**config.mk**
```make
export PLATFORM = sky130hd
export DESIGN_NAME = dual_base_prescaler
export DESIGN_NICKNAME = d
export VERILOG_FILES = /design/src/rtl/presc_pkg.sv /design/src/rtl/presc_ctrl.sv /design/src/rtl/presc_datapath.sv /design/src/rtl/presc_ext_sync.sv /design/src/rtl/dual_base_prescaler.sv
export SDC_FILE = /design/constraint.sdc
export NUM_CORES = 1
export LEC_CHECK = 0
export BUFFER_PORTS_ARGS = -buffer_cell sky130_fd_sc_hd__buf_2
export CORE_AREA = 5 5 47 65
export DETAILED_ROUTE_END_ITERATION = 10
export DIE_AREA = 0 0 52 70
export PLACE_DENSITY = 0.72
export RECOVER_POWER = 100
export SLEW_MARGIN = 20
export SYNTH_ARGS = -nofsm -noshare
export SYNTH_HDL_FRONTEND = slang
export SYNTH_HIERARCHICAL = 1
export SYNTH_SLANG_ARGS = --single-unit
```
**constraint.sdc**
```tcl
create_clock -name clk -period 2.32 [get_ports clk]
set_clock_uncertainty 0.15 [all_clocks]
set_input_delay 0.348 -clock clk [delete_from_list [all_inputs] [get_ports clk]]
set_output_delay 0.348 -clock clk [all_outputs]
set_load 0.05 [all_outputs]
```
**src/rtl/presc_pkg.sv**
```systemverilog
package presc_pkg;
  localparam int unsigned SEL_W = 2;

  typedef struct packed {
    logic             running;
    logic             clearChain;
    logic             advance;
    logic             baseTri;
    logic [SEL_W-1:0] tapSel;
  } presc_strobe_t;
endpackage

```
**src/rtl/presc_ctrl.sv**
```systemverilog
module presc_ctrl
  import presc_pkg::*;
(
  input  logic               clk,
  input  logic               rstN,
  input  logic               runEn,
  input  logic               baseTri,
  input  logic [SEL_W-1:0]   tapSel,
  output presc_strobe_t      strobe
);
  logic             runQ;
  logic             baseQ;
  logic [SEL_W-1:0] selQ;
  logic             cfgDiff;

  always_ff @(posedge clk) begin
    if (!rstN) begin
      runQ  <= 1'b0;
      baseQ <= 1'b0;
      selQ  <= '0;
    end else begin
      runQ  <= runEn;
      baseQ <= baseTri;
      selQ  <= tapSel;
    end
  end

  always_comb begin
    cfgDiff           = (baseTri != baseQ) || (tapSel != selQ);
    strobe.clearChain = !runEn || cfgDiff;
    strobe.advance    = runQ && !strobe.clearChain;
    strobe.running    = runQ;
    strobe.baseTri    = baseQ;
    strobe.tapSel     = selQ;
  end


  run_follow_chk: assert property (@(posedge clk) disable iff (!rstN)
    strobe.running |-> $past(runEn));
endmodule

```
**src/rtl/presc_datapath.sv**
```systemverilog
module presc_datapath
  import presc_pkg::*;
#(
  parameter int unsigned FIXED_TAPS = 5
) (
  input  logic                clk,
  input  logic                rstN,
  input  presc_strobe_t       strobe,
  output logic [FIXED_TAPS:0] tapPulse
);
  localparam int unsigned SEL_CODES = 1 << SEL_W;
  localparam int unsigned CHAIN_W   = FIXED_TAPS + SEL_CODES - 1;

  logic [1:0]         baseCnt;
  logic [CHAIN_W-1:0] chainCnt;
  logic               baseLast;
  logic               periodEnd;

  function automatic logic lowOnes(input logic [CHAIN_W-1:0] v, input int unsigned n);
    logic [CHAIN_W-1:0] mask;
    if (n >= CHAIN_W) mask = '1;
    else              mask = (CHAIN_W'(1) << n) - CHAIN_W'(1);
    return (v & mask) == mask;
  endfunction

  assign baseLast  = strobe.baseTri ? (baseCnt == 2'd2) : (baseCnt == 2'd1);
  assign periodEnd = strobe.running && baseLast;

  always_ff @(posedge clk) begin
    if (!rstN || strobe.clearChain) begin
      baseCnt  <= '0;
      chainCnt <= '0;
    end else if (strobe.advance) begin
      if (baseLast) begin
        baseCnt  <= '0;
        chainCnt <= chainCnt + CHAIN_W'(1);
      end else begin
        baseCnt  <= baseCnt + 2'd1;
      end
    end
  end

  for (genvar i = 0; i < FIXED_TAPS; i++) begin : g_fixed
    assign tapPulse[i] = periodEnd && lowOnes(chainCnt, i);
  end

  assign tapPulse[FIXED_TAPS] =
    periodEnd && lowOnes(chainCnt, FIXED_TAPS + int'(strobe.tapSel));


  clear_zero_chk: assert property (@(posedge clk) disable iff (!rstN)
    $past(strobe.clearChain) |-> (baseCnt == 2'd0 && chainCnt == '0));


  base_bound_chk: assert property (@(posedge clk) disable iff (!rstN)
    baseCnt <= (strobe.baseTri ? 2'd2 : 2'd1));


  restart_zero_chk: assert property (@(posedge clk) disable iff (!rstN)
    $rose(strobe.running) |-> (baseCnt == 2'd0 && chainCnt == '0));
endmodule

```
**src/rtl/presc_ext_sync.sv**
```systemverilog
module presc_ext_sync #(
  parameter int unsigned SYNC_STAGES = 2
) (
  input  logic clk,
  input  logic rstN,
  input  logic extPin,
  input  logic extFall,
  output logic extPulse
);
  logic [SYNC_STAGES-1:0] syncQ;
  logic                   prevQ;
  logic                   stableLvl;

  assign stableLvl = syncQ[SYNC_STAGES-1];

  always_ff @(posedge clk) begin
    if (!rstN) begin
      syncQ <= '0;
      prevQ <= 1'b0;
    end else begin
      syncQ <= {syncQ[SYNC_STAGES-2:0], extPin};
      prevQ <= stableLvl;
    end
  end

  assign extPulse = extFall ? (prevQ && !stableLvl) : (stableLvl && !prevQ);


  ext_single_chk: assert property (@(posedge clk) disable iff (!rstN)
    extPulse |=> (!extPulse || (extFall != $past(extFall))));
endmodule

```
**src/rtl/dual_base_prescaler.sv**
```systemverilog
module dual_base_prescaler
  import presc_pkg::*;
#(
  parameter int unsigned FIXED_TAPS  = 5,
  parameter int unsigned NUM_CONS    = 4,
  parameter int unsigned SYNC_STAGES = 2,
  localparam int unsigned SRC_W      = $clog2(FIXED_TAPS + 3)
) (
  input  logic                      clk,
  input  logic                      rstN,
  input  logic                      runEn,
  input  logic                      baseTri,
  input  logic [SEL_W-1:0]          tapSel,
  input  logic                      extPin,
  input  logic                      extFall,
  input  logic [NUM_CONS*SRC_W-1:0] srcSel,
  output logic [FIXED_TAPS:0]       tapPulse,
  output logic                      extPulse,
  output logic [NUM_CONS-1:0]       consEn
);
  localparam int unsigned EXT_CODE = FIXED_TAPS + 1;

  presc_strobe_t strobe;

  presc_ctrl ctrl_i (
    .clk     (clk),
    .rstN    (rstN),
    .runEn   (runEn),
    .baseTri (baseTri),
    .tapSel  (tapSel),
    .strobe  (strobe)
  );

  presc_datapath #(.FIXED_TAPS(FIXED_TAPS)) dp_i (
    .clk      (clk),
    .rstN     (rstN),
    .strobe   (strobe),
    .tapPulse (tapPulse)
  );

  presc_ext_sync #(.SYNC_STAGES(SYNC_STAGES)) ext_i (
    .clk      (clk),
    .rstN     (rstN),
    .extPin   (extPin),
    .extFall  (extFall),
    .extPulse (extPulse)
  );

  for (genvar c = 0; c < NUM_CONS; c++) begin : g_cons
    logic [SRC_W-1:0] code;
    assign code = srcSel[c*SRC_W +: SRC_W];
    always_comb begin
      if (int'(code) <= FIXED_TAPS)     consEn[c] = tapPulse[code];
      else if (int'(code) == EXT_CODE)  consEn[c] = extPulse;
      else                              consEn[c] = 1'b0;
    end
  end


  run_gate_chk: assert property (@(posedge clk) disable iff (!rstN)
    !$past(runEn) |-> (tapPulse == '0));

  for (genvar i = 0; i < FIXED_TAPS; i++) begin : g_nest

    tap_nest_chk: assert property (@(posedge clk) disable iff (!rstN)
      tapPulse[i+1] |-> tapPulse[i]);
  end
endmodule

```
==> impl_metrics.yaml, run 1 <==
critical_path:
  end_kind: "output pin"
  cp.arrival_ns: 2.14
  path_max_fanout: 5
  critical_path_required_ns: 1.82
  rrSetupSlack_ns: 0.18
  crit_type: "reg -> out"
  worst_setup_path_start_kind: "register"
clock_network:
  clkTransAtPathRegs_ns: 0.09
  worstSkewPairLatency_ns: 0.28
  cts_sinks: 17
  clock-root-buffer: "clkbuf_4"
  htree_levels: 1
  clock_path_buffers: 2
  cts_buffers: 3
  cts_tree: "built"
sta:
  slew_violations: 0
  whs_ns: 0.1096
  setup_viol: 5
  rsz0062_at_grt: "yes"
  final.min_clock_period_ns: 2.639
  worst_slack_ns: -0.3189
  period_share_pct: 113.7
  max_freq_mhz: 378.9
  final.setup.tns_ns: -1.219
  max-slew-margin-rel_pct: 62.93
  finalHoldViolCount: 0
  tightest_slew_ns: 0.5550
power:
  power_density_nw_per_um2: 343.3
  fin_total_pwr_mw: 0.5155
  power.share.clock_pct: 29.6
  swShare_pct: 23.20
  p_int_mw: 0.3959
  p_switching_mw: 0.1196
  power_frac_comb_pct: 11.9
  irDropWorstVdd_v: 0.0003090
  p_leak_nw: 0.5791
  seqPwrFrac_pct: 58.5
grt:
  grt_overflow: 0
  gr-max-usage-layer: "met2"
  use_met2_pct: 26.85
  grt_use_met3_pct: 1.702
  grt_max_degree: 12
  grtUsageMet1_pct: 14.80
  grt_first_pass_wirelength_um: 4077
  grt_usage_pct: 14.33
  grt_pass1_vias: 991
  antenna_found_initial: 0
outcome:
  status: "finished, violations left"
  violations: "negative setup slack"
placement:
  pre_cts_ws_ns: -0.07894
  gp_congestion: 0.7645
  dp_cells: 190
  placed_cell_area_um2: 1415
  io_buffers: 30
  dp_hpwl_um: 2085
drt:
  drt_first_pass_iters: 4
  drt_iter0_drc: 16
  final_antenna_net_count: 0
  drt_wl_total_um: 2494
  vias: 1030
  via_per_inst: 5.282
  wl_per_cell_um: 12.79
  route.detailed.drc: 0
synthesis:
  synth_cells: 120
  seq_area_frac_synth_pct: 29.76
  synth_seq_cells: 17
  yosys_warnings: 6
  syn_nets: 142
  netlist_area_um2: 1144
  yosys.cell_types.count: 39
  syn_avg_cell_area_um2: 9.530
cells_and_area:
  multi_input_area_um2: 794.5
  final_util_pct: 62.79
  nets: 184
  drive_above_1_share_pct: 40.37
  antenna_cells: 0
  regArea_um2: 344.1
  area.growth.synth_to_final_pct: 31.29
  final_area_um2: 1501
  final_cells: 195
  fill_cells: 213
floorplan:
  die-width_um: 52
  rows: 21
  core_area_um2: 2391
  start_util_pct: 47.83
  num_io_pins: 31
  die_h_um: 70
  die_area_um2: 3640
flow_run:
  cap_violations: 0
worst_hold_path:
  min_path_type: "in -> reg"
power groups by stage:
stage	Sequential, mW	Clock [mW]	Combinational, mW
floorplan	0.307	0	0.0345
global placement	0.308	0	0.0600
detailed placement	0.308	0	0.0620
CTS	0.301	0.163	0.0635
global route	0.302	0.173	0.0675
finish	0.302	0.153	0.0614
layout by cell type (no fill, tap or decap), types with 2 or more instances in the layout:
master / count
o21ai_1: 4
and2_1: 6
dfxtp_2: 3
nand3b_1: 4
mux2_4: 4
o21ai_0: 3
a211oi_2: 3
mux2i_1: 8
xnor2_1: 4
nand4_1: 2
buf_8: 4
nand2b_1: 6
nand2_1: 12
clkbuf_1: 4
buf_4: 12
nand3_1: 6
a21oi_1: 5
nor3_1: 2
dfxtp_1: 14
and2_4: 2
mux4_2: 4
buf_2: 22
clkbuf_4: 4
worst paths after layout:
kind                         from               end  depth (start not counted)
hold / removal             extPin    ext_i/syncQ[0]                          2
setup reg to reg     ctrl_i/baseQ  dp_i/chainCnt[6]                          7
hold reg to reg    ext_i/syncQ[0]    ext_i/syncQ[1]                          1
setup / recovery  dp_i/baseCnt[1]         consEn[3]                          7
Yosys cell counts (all sizes together):
cell | count | area [µm²]
a2111o | 1 | 11.26
and4b | 2 | 21.27
or3b | 1 | 8.760
o21ai | 7 | 35.03
and2 | 10 | 63.81
dfxtp | 17 | 340.3
nor2b | 1 | 6.260
mux4 | 4 | 90.09
mux2 | 4 | 45.04
nor3 | 2 | 10.01
a21o | 1 | 7.510
and4bb | 1 | 12.51
xor2 | 1 | 8.760
a21boi | 2 | 18.77
mux2i | 8 | 80.08
o22ai | 2 | 18.77
nand4b | 1 | 8.760
a21oi | 5 | 25.02
buf | 6 | 36.28
a211oi | 3 | 37.54
and4 | 1 | 8.760
nand4bb | 1 | 11.26
xnor2 | 4 | 35.03
inv | 1 | 3.750
nand3b | 4 | 30.03
nor2 | 1 | 3.750
nand2 | 12 | 45.04
nor4b | 1 | 15.01
nand4 | 2 | 12.51
nand3 | 6 | 30.03
nand2b | 6 | 37.54
ha | 2 | 25.02
kinds of logic (layout without fill, tap and decap cells):
logic type / count (synthesis) / in the layout / share of synthesized area, %
buffers and inverters: 7 / 48 / 3.500
multiplexers: 16 / 16 / 18.82
XOR/XNOR: 5 / 5 / 3.829
flip-flops: 17 / 17 / 29.76
AND/OR/NAND/NOR: 52 / 52 / 28.45
AO/OA/AOI/OAI: 21 / 21 / 13.46
adder cells (fa/ha/maj): 2 / 2 / 2.188
state kept, by name (all words and copies together), names as in the netlist:
name           flops
dp_i/chainCnt      8
ctrl_i/runQ        1
ctrl_i/baseQ       1
ext_i/syncQ        2
ctrl_i/selQ        2
dp_i/baseCnt       2
ext_i/prevQ        1
final cells by class:
| type | instances | area share [%] |
|---|---|---|
| clock buffers | 4 | 1.750 |
| inverters | 1 | 0.2500 |
| multi-input cells | 96 | 52.92 |
| flip-flops and latches | 17 | 22.92 |
| well taps | 34 | 2.833 |
| repair buffers | 43 | 19.33 |
layer usage:
layer  part of all wire (%)  up-vias
met5                      0        -
met4                   0.56        0
met3                    5.6        2
met2                     55       30
met1                     38      473
li1                       -      525
worst max-delay path, stage by stage, from the launching register on:
cell      delay (ns)
dfxtp_2         0.33
or3b_1          0.39
a21boi_2        0.18
nor4b_4         0.34
mux2i_1         0.14
o22ai_1         0.15
mux2_4          0.18
buf_8           0.14
timing repair:
action | CTS | global route
buffers inserted | 0 | 1
endpoints found under the setup margin | 7 | 10
gates resized for setup | 18 | 3
hold buffers | 0 | 0
pin swaps | 2 | 3
No activity file was read; power rests on OpenSTA's default activity.
==> run 2, diff against run 1 <==
--- a/config.mk
+++ b/config.mk
@@ -5,10 +5,11 @@
 export SDC_FILE = /design/constraint.sdc
 export NUM_CORES = 1
 export LEC_CHECK = 0
+export ABC_AREA = 1
 export BUFFER_PORTS_ARGS = -buffer_cell sky130_fd_sc_hd__buf_2
-export CORE_AREA = 5 5 47 65
+export CORE_AREA = 5 5 48 66
 export DETAILED_ROUTE_END_ITERATION = 10
-export DIE_AREA = 0 0 52 70
+export DIE_AREA = 0 0 53 71
 export PLACE_DENSITY = 0.72
 export RECOVER_POWER = 100
 export SLEW_MARGIN = 20
==> run 2 against run 1 <==
  * The run now ends clean
  * Die area is 3.4% higher
  * Global-route usage is 1.6 points higher
  * Non-clock buffer count is 3 lower
  * Sequential share of layout area is 1.5 points lower
  * Final area is 7.6% higher
  * Cell count is 49% higher
  * Total power is 14% higher
  * First-iteration DRC count is 130% higher
  * Fmax is 14% higher
  * Sequential power hardly changed
  * Utilization is 0.30 points higher
  * Critical path type unchanged
  * Largest cell class unchanged
==> impl_metrics.yaml, run 2 <==
critical_path:
  path_cells: "ha_4, inv_4, nor2_4, nand2_2, a21oi_2, nand2_2, nor2_4, inv_2, nand2_1, nand3_2, nand3_2, nand2_2, clkinvlp_4, buf_8"
  end_kind: "output pin"
  crit_type: "reg -> out"
  slowest_delay_ns: 0.36
  critical_path_required_ns: 1.82
  cp_slowest_cell: "dfxtp_2"
  critPathMostFrequentCell: "nand2_2"
  worst_setup_path_start_kind: "register"
  cp.arrival_ns: 1.82
  path_max_fanout: 4
floorplan:
  die_area_um2: 3763
  core_area_um2: 2560
  die_h_um: 71
  rows: 22
  num_io_pins: 31
  start_util_pct: 46.87
  die-width_um: 53
cells_and_area:
  largest_reg_flops: 8
  layout_common_cells: "nand2_1, inv_1, nand3_1"
  final_common_cell: "nand2_1"
  regMostFlops: "dp_i/chainCnt"
  area.growth.synth_to_final_pct: 34.62
  antenna_cells: 0
  multi_input_area_um2: 719.4
  fill_cells: 264
  regArea_um2: 345.3
  nets: 278
  drive_above_1_share_pct: 31.76
synthesis:
  synth-async-reset-ratio_pct: 0
  synth_top_cells_by_count: "nand2_1, inv_1, nand3_1"
  seq_area_frac_synth_pct: 28.36
  synth_top_area_cell: "dfxtp_1"
  synth_top_area_share_pct: 28.36
  synth_area_leaders: "dfxtp_1, nand2_1, inv_1"
  post-synth-top-count-cell: "nand2_1"
  yosys_warnings: 6
  synth_cells: 215
  syn_avg_cell_area_um2: 5.581
  syn_nets: 237
  synth_edf_count: 0
  yosys.cell_types.count: 14
  netlist_area_um2: 1200
  ys.flop_type: "dfxtp_1"
  synth_seq_cells: 17
clock_network:
  worstSkewPairLatency_ns: 0.28
  htree_levels: 1
  cts_buffers: 3
  clock_path_buffers: 2
  clkTransAtPathRegs_ns: 0.09
  cts_sinks: 17
  cts_tree: "built"
  clock-root-buffer: "clkbuf_4"
sta:
  period_share_pct: 99.92
  final.setup.tns_ns: 0
  slew_violations: 0
  whs_ns: 0.08812
  final.min_clock_period_ns: 2.318
  max-slew-margin-rel_pct: 53.87
  rsz0062_at_grt: "yes"
  tightest_slew_ns: 0.6894
  setup_viol: 0
  finalHoldViolCount: 0
  max_freq_mhz: 431.4
power:
  p_leak_nw: 0.8036
  seqPwrFrac_pct: 51.5
  p_int_mw: 0.4175
  swShare_pct: 28.87
  power.share.clock_pct: 25.4
  power_density_nw_per_um2: 363.4
  power_frac_comb_pct: 23.1
  p_switching_mw: 0.1695
  irDropWorstVdd_v: 0.0003399
flow_run:
  cap_violations: 0
grt:
  antenna_found_initial: 0
  grt_overflow: 0
  grt_first_pass_wirelength_um: 4754
  grt_usage_pct: 15.88
  grt_max_degree: 13
  grt_pass1_vias: 1215
drt:
  final_antenna_net_count: 0
  wl_per_cell_um: 9.660
  drt_first_pass_iters: 4
  vias: 1361
  route.detailed.drc: 0
  drt_iter0_drc: 36
  drt_wl_total_um: 2811
  via_per_inst: 4.677
placement:
  gp_congestion: 0.7706
  io_buffers: 30
  dp_hpwl_um: 2145
worst_hold_path:
  min_path_type: "in -> reg"
outcome:
  status: "complete, no violations"
## run 2: changes by cell type after synthesis, moves of 8 or more
cell | before | now
inv_1 | 1 | 50
nor2_1 | 1 | 17
and2_1 | 9 | 0
nand2_1 | 12 | 68
nand3_1 | 6 | 32
mux2i_1 | 8 | 0
## run 2: path summary, 6_finish.rpt
path,cells after the start,slack (ns),endpoint,start
worst min register to register,2,0.27,ext_i/syncQ[1],ext_i/syncQ[0]
worst max-delay path,14,0.002,consEn[0],dp_i/chainCnt[1]
worst min-delay path,3,0.09,ext_i/syncQ[0],extPin
worst max register to register,11,0.24,dp_i/chainCnt[3],ctrl_i/selQ[1]
## run 2: power groups by stage
| stage | Sequential [mW] | Combinational [mW] | Clock [mW] |
|---|---|---|---|
| after floorplan | 0.307 | 0.0810 | 0 |
| after global placement | 0.308 | 0.115 | 0 |
| after detailed placement | 0.308 | 0.116 | 0 |
| after CTS | 0.302 | 0.134 | 0.156 |
| after global routing | 0.303 | 0.150 | 0.170 |
| final | 0.302 | 0.136 | 0.149 |
## run 2: cell type report
cell class,count,share of cell area (%)
multi-input combinational,140,44.54
sequential,17,21.38
timing repair buffer,40,16.03
inverter,54,13.63
tap,36,2.789
clock buffer,4,1.627
## run 2: cells by family (layout without fill, tap and decap cells)
| kind of cell | Yosys count | after routing | share of synthesized area, % |
|---|---|---|---|
| flops | 17 | 17 | 28.36 |
| buf+inv | 58 | 98 | 19.71 |
| compound gates | 14 | 14 | 5.839 |
| fa+ha+maj | 2 | 2 | 2.085 |
| simple gates | 124 | 124 | 44.00 |
## run 2: critical path: cells and delay by family, from the launching register on
| kind | cells | cell delay [ns] |
|---|---|---|
| and+or+nand+nor | 8 | 0.60 |
| DFF | 1 | 0.36 |
| buffers and inverters | 4 | 0.32 |
| adders and majority gates | 1 | 0.15 |
| AOI/OAI and AO/OA | 1 | 0.12 |
## run 2: metrics by stage
stage | utilization (%) | instance area (µm²) | worst slack, ns | instances | power, mW
finish | 63.10 | 1615 | 0.001886 | 291 | 0.5870
global route | 63.10 | 1615 | -0.1158 | 291 | 0.6230
CTS | 61.14 | 1565 | -0.05615 | 287 | 0.5919
detailed placement | 56.40 | 1444 | 0.04501 | 280 | 0.4242
global placement | 56.40 | 1444 | 0.07379 | 280 | 0.4234
floorplan | - | 1260 | 0.009993 | 215 | 0.3879
## run 2: routing by layer
layer	global-route usage (%)	share of wire [%]	routed length (µm)	vias to the layer above
met5	0	0	0	-
met4	4.261	0.46	13	0
met3	1.684	4.2	119	2
met2	31.08	55	1538	26
met1	17.01	41	1139	609
li1	-	-	-	724
## run 2: timing repair
item,CTS,global route
setup endpoints to repair,4,4
buffers inserted,3,4
resized for setup,22,15
cloned,0,0
pin swaps,14,7
hold buffers,0,0
